<file path="src/rtl/destuff_pkg.sv">
package destuff_pkg;

  typedef enum logic [1:0] {
    RATE_1X   = 2'd0,
    RATE_2X   = 2'd1,
    RATE_4X   = 2'd2,
    RATE_ALT1 = 2'd3
  } rate_e;

  // Slots per pixel group for a rate setting.
  function automatic logic [2:0] group_len(input logic [1:0] mode);
    case (mode)
      2'd1:    group_len = 3'd2;
      2'd2:    group_len = 3'd4;
      default: group_len = 3'd1;
    endcase
  endfunction

  // Slot index that follows ph inside a group of glen slots.
  function automatic logic [1:0] next_slot(input logic [1:0] ph, input logic [2:0] glen);
    logic [2:0] n;
    n = {1'b0, ph} + 3'd1;
    next_slot = (n >= glen) ? 2'd0 : n[1:0];
  endfunction

endpackage

</file>
<file path="src/rtl/lane_fill_detect.sv">
module lane_fill_detect #(
  parameter int CHAR_W = 10,
  parameter int LANES  = 3,
  parameter logic [CHAR_W-1:0] FILL_CODE = 10'h07A
) (
  input  logic [CHAR_W*LANES-1:0] chars,
  output logic [LANES-1:0]        is_fill
);
  for (genvar g = 0; g < LANES; g++) begin : g_lane
    assign is_fill[g] = (chars[g*CHAR_W +: CHAR_W] == FILL_CODE);
  end
endmodule

</file>
<file path="src/rtl/slot_tracker.sv">
module slot_tracker #(
  parameter int LANES = 3
) (
  input  logic             clk,
  input  logic             rst_n,
  input  logic [1:0]       rate_mode,
  input  logic [LANES-1:0] is_fill,
  output logic             emit,
  output logic             err_evt,
  output logic             mode_chg,
  output logic             aligned,
  output logic             stuff_err
);
  import destuff_pkg::*;

  logic [1:0] mode_q;
  logic [1:0] phase_q, phase_d;
  logic       aligned_d;
  logic       prev_fill0_q;
  logic [2:0] glen;
  logic       lock_ok;

  assign glen     = group_len(rate_mode);
  assign mode_chg = (rate_mode != mode_q);
  assign lock_ok  = (glen == 3'd1) || (prev_fill0_q && !is_fill[0]);

  always_comb begin
    emit      = 1'b0;
    err_evt   = 1'b0;
    aligned_d = aligned;
    phase_d   = phase_q;
    if (mode_chg) begin
      aligned_d = 1'b0;
      phase_d   = 2'd0;
    end else if (!aligned) begin
      if (lock_ok) begin
        emit      = 1'b1;
        aligned_d = 1'b1;
        phase_d   = next_slot(2'd0, glen);
      end
    end else if (phase_q == 2'd0) begin
      emit    = 1'b1;
      phase_d = next_slot(2'd0, glen);
    end else if (!(&is_fill)) begin
      err_evt   = 1'b1;
      aligned_d = 1'b0;
      phase_d   = 2'd0;
    end else begin
      phase_d = next_slot(phase_q, glen);
    end
  end

  always_ff @(posedge clk or negedge rst_n) begin
    if (!rst_n) begin
      mode_q       <= RATE_1X;
      phase_q      <= 2'd0;
      aligned      <= 1'b0;
      prev_fill0_q <= 1'b0;
      stuff_err    <= 1'b0;
    end else begin
      mode_q       <= rate_mode;
      phase_q      <= phase_d;
      aligned      <= aligned_d;
      prev_fill0_q <= is_fill[0];
      if (err_evt) stuff_err <= 1'b1;
    end
  end

  a_r7_err_sticky: assert property (@(posedge clk) disable iff (!rst_n)
    stuff_err |=> stuff_err);
  a_r6_err_unlocks: assert property (@(posedge clk) disable iff (!rst_n)
    err_evt |=> (stuff_err && !aligned));
  a_r8_mode_unlocks: assert property (@(posedge clk) disable iff (!rst_n)
    mode_chg |=> !aligned);
  a_r4_phase_in_group: assert property (@(posedge clk) disable iff (!rst_n)
    aligned |-> ({1'b0, phase_q} < group_len(mode_q)));
endmodule

</file>
<file path="src/rtl/pixel_reg.sv">
module pixel_reg #(
  parameter int W = 30
) (
  input  logic         clk,
  input  logic         rst_n,
  input  logic         emit,
  input  logic [W-1:0] data_in,
  output logic         pix_valid,
  output logic [W-1:0] pix_chars
);
  always_ff @(posedge clk or negedge rst_n) begin
    if (!rst_n) begin
      pix_valid <= 1'b0;
      pix_chars <= '0;
    end else begin
      pix_valid <= emit;
      if (emit) pix_chars <= data_in;
    end
  end

  a_r10_data_copy: assert property (@(posedge clk) disable iff (!rst_n)
    emit |=> (pix_valid && pix_chars == $past(data_in)));
endmodule

</file>
<file path="src/rtl/char_destuff.sv">
module char_destuff #(
  parameter int CHAR_W = 10,
  parameter int LANES  = 3,
  parameter logic [CHAR_W-1:0] FILL_CODE = 10'h07A
) (
  input  logic                    clk,
  input  logic                    rst_n,
  input  logic [1:0]              rate_mode,
  input  logic [CHAR_W*LANES-1:0] lane_chars,
  output logic [CHAR_W*LANES-1:0] pix_chars,
  output logic                    pix_valid,
  output logic                    stuff_err,
  output logic                    aligned
);
  import destuff_pkg::*;

  localparam int TRIPLE_W = CHAR_W * LANES;

  logic [LANES-1:0] is_fill;
  logic             emit;
  logic             err_evt;
  logic             mode_chg;

  lane_fill_detect #(.CHAR_W(CHAR_W), .LANES(LANES), .FILL_CODE(FILL_CODE)) u_fill (
    .chars   (lane_chars),
    .is_fill (is_fill)
  );

  slot_tracker #(.LANES(LANES)) u_track (
    .clk       (clk),
    .rst_n     (rst_n),
    .rate_mode (rate_mode),
    .is_fill   (is_fill),
    .emit      (emit),
    .err_evt   (err_evt),
    .mode_chg  (mode_chg),
    .aligned   (aligned),
    .stuff_err (stuff_err)
  );

  pixel_reg #(.W(TRIPLE_W)) u_out (
    .clk       (clk),
    .rst_n     (rst_n),
    .emit      (emit),
    .data_in   (lane_chars),
    .pix_valid (pix_valid),
    .pix_chars (pix_chars)
  );

  a_r5_valid_needs_lock: assert property (@(posedge clk) disable iff (!rst_n)
    pix_valid |-> aligned);
  a_r4_no_back_to_back: assert property (@(posedge clk) disable iff (!rst_n)
    (pix_valid && group_len(rate_mode) != 3'd1) |=> !pix_valid);
  a_r2_every_clock: assert property (@(posedge clk) disable iff (!rst_n)
    (!mode_chg && group_len(rate_mode) == 3'd1) |=> pix_valid);
  a_r8_no_pixel_on_change: assert property (@(posedge clk) disable iff (!rst_n)
    mode_chg |=> !pix_valid);
endmodule

</file>
<file path="config.mk">
export PLATFORM = sky130hd
export DESIGN_NAME = char_destuff
export DESIGN_NICKNAME = d
export VERILOG_FILES = /design/src/rtl/destuff_pkg.sv /design/src/rtl/lane_fill_detect.sv /design/src/rtl/slot_tracker.sv /design/src/rtl/pixel_reg.sv /design/src/rtl/char_destuff.sv
export SDC_FILE = /design/constraint.sdc
export NUM_CORES = 1
export LEC_CHECK = 0
export BUFFER_PORTS_ARGS = -buffer_cell sky130_fd_sc_hd__clkbuf_2
export CAP_MARGIN = 0
export CORE_MARGIN = 2
export CORE_UTILIZATION = 38
export DETAILED_ROUTE_END_ITERATION = 10
export PLACE_DENSITY_LB_ADDON = 0.08
export SLEW_MARGIN = 5
export SYNTH_ARGS = -nofsm -noshare
export SYNTH_HDL_FRONTEND = slang
export SYNTH_SLANG_ARGS = --single-unit
</file>
<file path="constraint.sdc">
create_clock -name clk -period 3.4 [get_ports clk]
set_input_delay 0 -clock clk [delete_from_list [all_inputs] [get_ports clk]]
set_output_delay 0 -clock clk [all_outputs]
set_load 0.02 [all_outputs]
</file>
==> impl_results.md <==
- Maximum fanout count along the critical path: 31
- Largest net degree at the start of global routing: 39
- Worst min-delay path class: in2async
- Per-instance average area after synthesis: 15.19 sq um
- Clock transition at the registers of the reported paths: 0.07 ns
- Flops & latches, synth: 38
- Synthesis Warnings: 0
- Number of failing setup endpoints in the final timing report: 0
- Standard-cell rows: 25
- Switching share of total power: ~34%
- Top-level port count: 67
- Global-route wire length before repair: 6.265 mm
- Overall die width: 72.98 microns
- Crit start category: input pin
- # Post-CTS Setup Buffers: 0
- Final nets: between 200 and 300
- Antenna cells: 0
- Fin area: roughly 2600 sq um
- Sum of negative setup slack: 0 ns
- Hold Violations, Final: 0
- Detailed placer's ending HPWL: between 2 and 3 mm
- Cell accounting for the most synthesized area: sky130_fd_sc_hd__dfrtp_1
- All-layer global routing usage: 15.82%
- Final critical-path share of the clock period: 68.74%
- Total wire length after detailed routing: about 4.1 mm
- # clock sinks: 38
- Core Box Area: roughly 4700 sq um
- Cell area after placement: roughly 2200 sq um
- Congestion Overflow GR: 0
- Mapped Area: ~1800 sq um
- Area enclosed by the die boundary: ~5300 sq um
- Via count: approximately 1.3k
- Min cycle time layout: approximately 2.3 ns
- Area Growth Syn to Fin: 42.63%
- DR vias/cell: 4.768
- Number of buffers inserted by port buffering: 66
- CTS buffer count: 5
- Dominant cells by area after synthesis: sky130_fd_sc_hd__dfrtp_1 53%, sky130_fd_sc_hd__mux2_4 24%, sky130_fd_sc_hd__ha_1 4.8%, sky130_fd_sc_hd__buf_6 1.9%, sky130_fd_sc_hd__inv_1 1.5%
- Switching power: between 500 and 600 uW
- Worst r2r path cells: 6
- Fraction of layout cells with a size suffix above 1: a little under half
- Outcome: finished clean
- Cell chosen for the clock root: sky130_fd_sc_hd__clkbuf_8
- Pin slew with the least headroom to its limit: around 0.95 ns
- Number of unique standard cell types used by synthesis: 28
- Iter 0 DRT Violations: 22
- Chip Height: about 73 microns
- Leakage: 1.279 nW
- Clock latency at the later pin of the worst-skew pair: between 0.2 and 0.3 ns
- Clock skew: 0.004060 ns
- Max-cap viol count: 0
- Hold Slack: 0.3957 ns
- Internal: a little over 1 mW
- Sequential power share: 42.4%
- Drc violations: 0
- Worst slew margin relative to its limit: a little under two fifths
- Effective utilization at floorplan: around 39%
- CTS Buffer Depth: 2
- Logic pwr share: between 30% and 40%
- Total nets after synthesis: between 150 and 200
- Achievable Freq: around 430 MHz
- Setup repair after global routing missed its margin: no
- TritonCTS clock tree: yes
- Post-cts sizing count: 0
- Final-report max-slew violation count: 0
- Number of search-and-repair iterations in the first detailed-routing pass: 4
- Synthesized instance count: 119
- Kind of capture point of the worst setup path: flop
- Req. time, crit path: 3.57 ns
- Overall power consumption: ~1.6 mW
- Detail Route Antenna Nets: 0
- Placed cell count: roughly 240
- Fraction of post-synthesis cell area in the top cell type by area: a little over half
- Quantity of hold-fixing buffers added after cts: 33
- Clk network pwr share: ~18%
- Antenna violations before repair: 0
- Via count of the first global-routing pass: 1306
- Core Util, Final: a little under three fifths
- Post-synthesis sequential area ratio: between 50% and 60%
- WL per Instance: about 15 microns
- Post-place setup slack: approximately 1.3 ns
- Crit path kind: in2reg
- Worst-case setup margin in the final layout: about 1.1 ns
- Total power per unit cell area: between 600 and 700 nW/um^2
- Maximum ir drop on the vdd rail: between 0.3 and 0.4 mV
- Routability cong.: between 0.7 and 0.8
- Count of non-filler cells in the finished layout: between 200 and 300
- Worst path arrival time: approximately 2.5 ns
- Max H-tree Level: 2
[synth_stat cells]
| master | number |
|---|---|
| sky130_fd_sc_hd__dfrtp_1 | 38 |
| sky130_fd_sc_hd__mux2_4 | 29 |
| sky130_fd_sc_hd__ha_1 | 7 |
| sky130_fd_sc_hd__inv_1 | 7 |
| sky130_fd_sc_hd__buf_6 | 3 |
| sky130_fd_sc_hd__nor2_1 | 3 |
| sky130_fd_sc_hd__a21o_1 | 2 |
| sky130_fd_sc_hd__a21oi_1 | 2 |
| sky130_fd_sc_hd__nand2_1 | 2 |
| sky130_fd_sc_hd__nand2b_1 | 2 |
| sky130_fd_sc_hd__nand3_1 | 2 |
| sky130_fd_sc_hd__nand4b_1 | 2 |
| sky130_fd_sc_hd__nor3_1 | 2 |
| sky130_fd_sc_hd__nor4_1 | 2 |
| sky130_fd_sc_hd__or4bb_1 | 2 |
| sky130_fd_sc_hd__xor2_1 | 2 |
| sky130_fd_sc_hd__a311o_1 | 1 |
| sky130_fd_sc_hd__a311oi_1 | 1 |
| sky130_fd_sc_hd__mux2_1 | 1 |
| sky130_fd_sc_hd__mux2_2 | 1 |
| sky130_fd_sc_hd__nand4_1 | 1 |
| sky130_fd_sc_hd__o311a_4 | 1 |
| sky130_fd_sc_hd__o31a_1 | 1 |
| sky130_fd_sc_hd__o31ai_1 | 1 |
| sky130_fd_sc_hd__o32ai_1 | 1 |
| sky130_fd_sc_hd__or4b_1 | 1 |
| sky130_fd_sc_hd__or4b_2 | 1 |
| sky130_fd_sc_hd__or4b_4 | 1 |
[power by group through the flow]
stage          sequential, mW  combinational, mW  clock (mW)
2_1_floorplan           0.831              0.237           0
3_3_place_gp            0.671              0.589           0
3_5_place_dp            0.674              0.595           0
4_1_cts                 0.669              0.628       0.300
5_1_grt                 0.685              0.660       0.322
6_report                0.669              0.621       0.289
[final cells by class]
cell class | count | area [sq um]
clock buffer | 7 | 76.32
fill | 403 | 2082
inverter | 7 | 26.28
multi-input combinational | 71 | 797.0
sequential | 38 | 950.9
tap | 54 | 67.56
timing repair buffer | 99 | 660.6
[state kept, by name, indices dropped and copies added (netlist names)]
name / cells
u_out.pix_chars: 30
u_out.pix_valid: 1
u_track.aligned: 1
u_track.mode_q: 2
u_track.phase_q: 2
u_track.prev_fill0_q: 1
u_track.stuff_err: 1
[metal layers]
layer / wire length, microns / vias to the layer above / part of all wire, % / track usage, %
met3: 207 / 9 / 5.1 / 5.939
li1: - / 635 / - / -
met5: 0 / - / 0 / 0
met1: 1837 / 626 / 45 / 20.25
met2: 1977 / 46 / 48 / 24.95
met4: 57 / 0 / 1.4 / 4.938
[final timing paths]
kind / slack, ns / startpoint / to
max: 1.06 / lane_chars[9] / u_out.pix_chars[1]$_DFFE_PN0P_
min: 0.40 / rst_n / u_out.pix_chars[5]$_DFFE_PN0P_
max reg2reg: 1.31 / u_track.phase_q[0]$_DFFE_PN0P_ / u_track.phase_q[0]$_DFFE_PN0P_
min reg2reg: 0.48 / u_track.stuff_err$_DFFE_PN0P_ / u_track.stuff_err$_DFFE_PN0P_
max in group asynchronous: 2.43 / rst_n / u_out.pix_chars[18]$_DFFE_PN0P_
min in group clk: 0.42 / rate_mode[0] / u_track.mode_q[0]$_DFF_PN0_
[worst max-delay path, cell delays in order]
cell	delay, ns
sky130_fd_sc_hd__dlygate4sd3_1	0.54
sky130_fd_sc_hd__clkbuf_2	0.11
sky130_fd_sc_hd__or4b_4	0.55
sky130_fd_sc_hd__o31a_1	0.37
sky130_fd_sc_hd__o311a_4	0.55
sky130_fd_sc_hd__mux2_4	0.37
[placed cells by master (no fill, tap or decap), types with 3 or more instances in the layout]
master	synthesis	layout
sky130_fd_sc_hd__dfrtp_1	38	38
sky130_fd_sc_hd__nor2_1	3	3
sky130_fd_sc_hd__inv_1	7	7
sky130_fd_sc_hd__ha_1	7	7
sky130_fd_sc_hd__dlygate4sd3_1	0	33
sky130_fd_sc_hd__mux2_4	29	29
sky130_fd_sc_hd__clkbuf_8	0	5
sky130_fd_sc_hd__clkbuf_2	0	66
[logic make-up after synthesis]
kind of cell | share of synthesized area [%]
compound gates | 4.983
flops | 52.60
xor+xnor | 0.9690
mux | 25.33
simple gates | 7.959
buf+inv | 3.322
fa+ha+maj | 4.844
(Power assumes the default switching activity.)
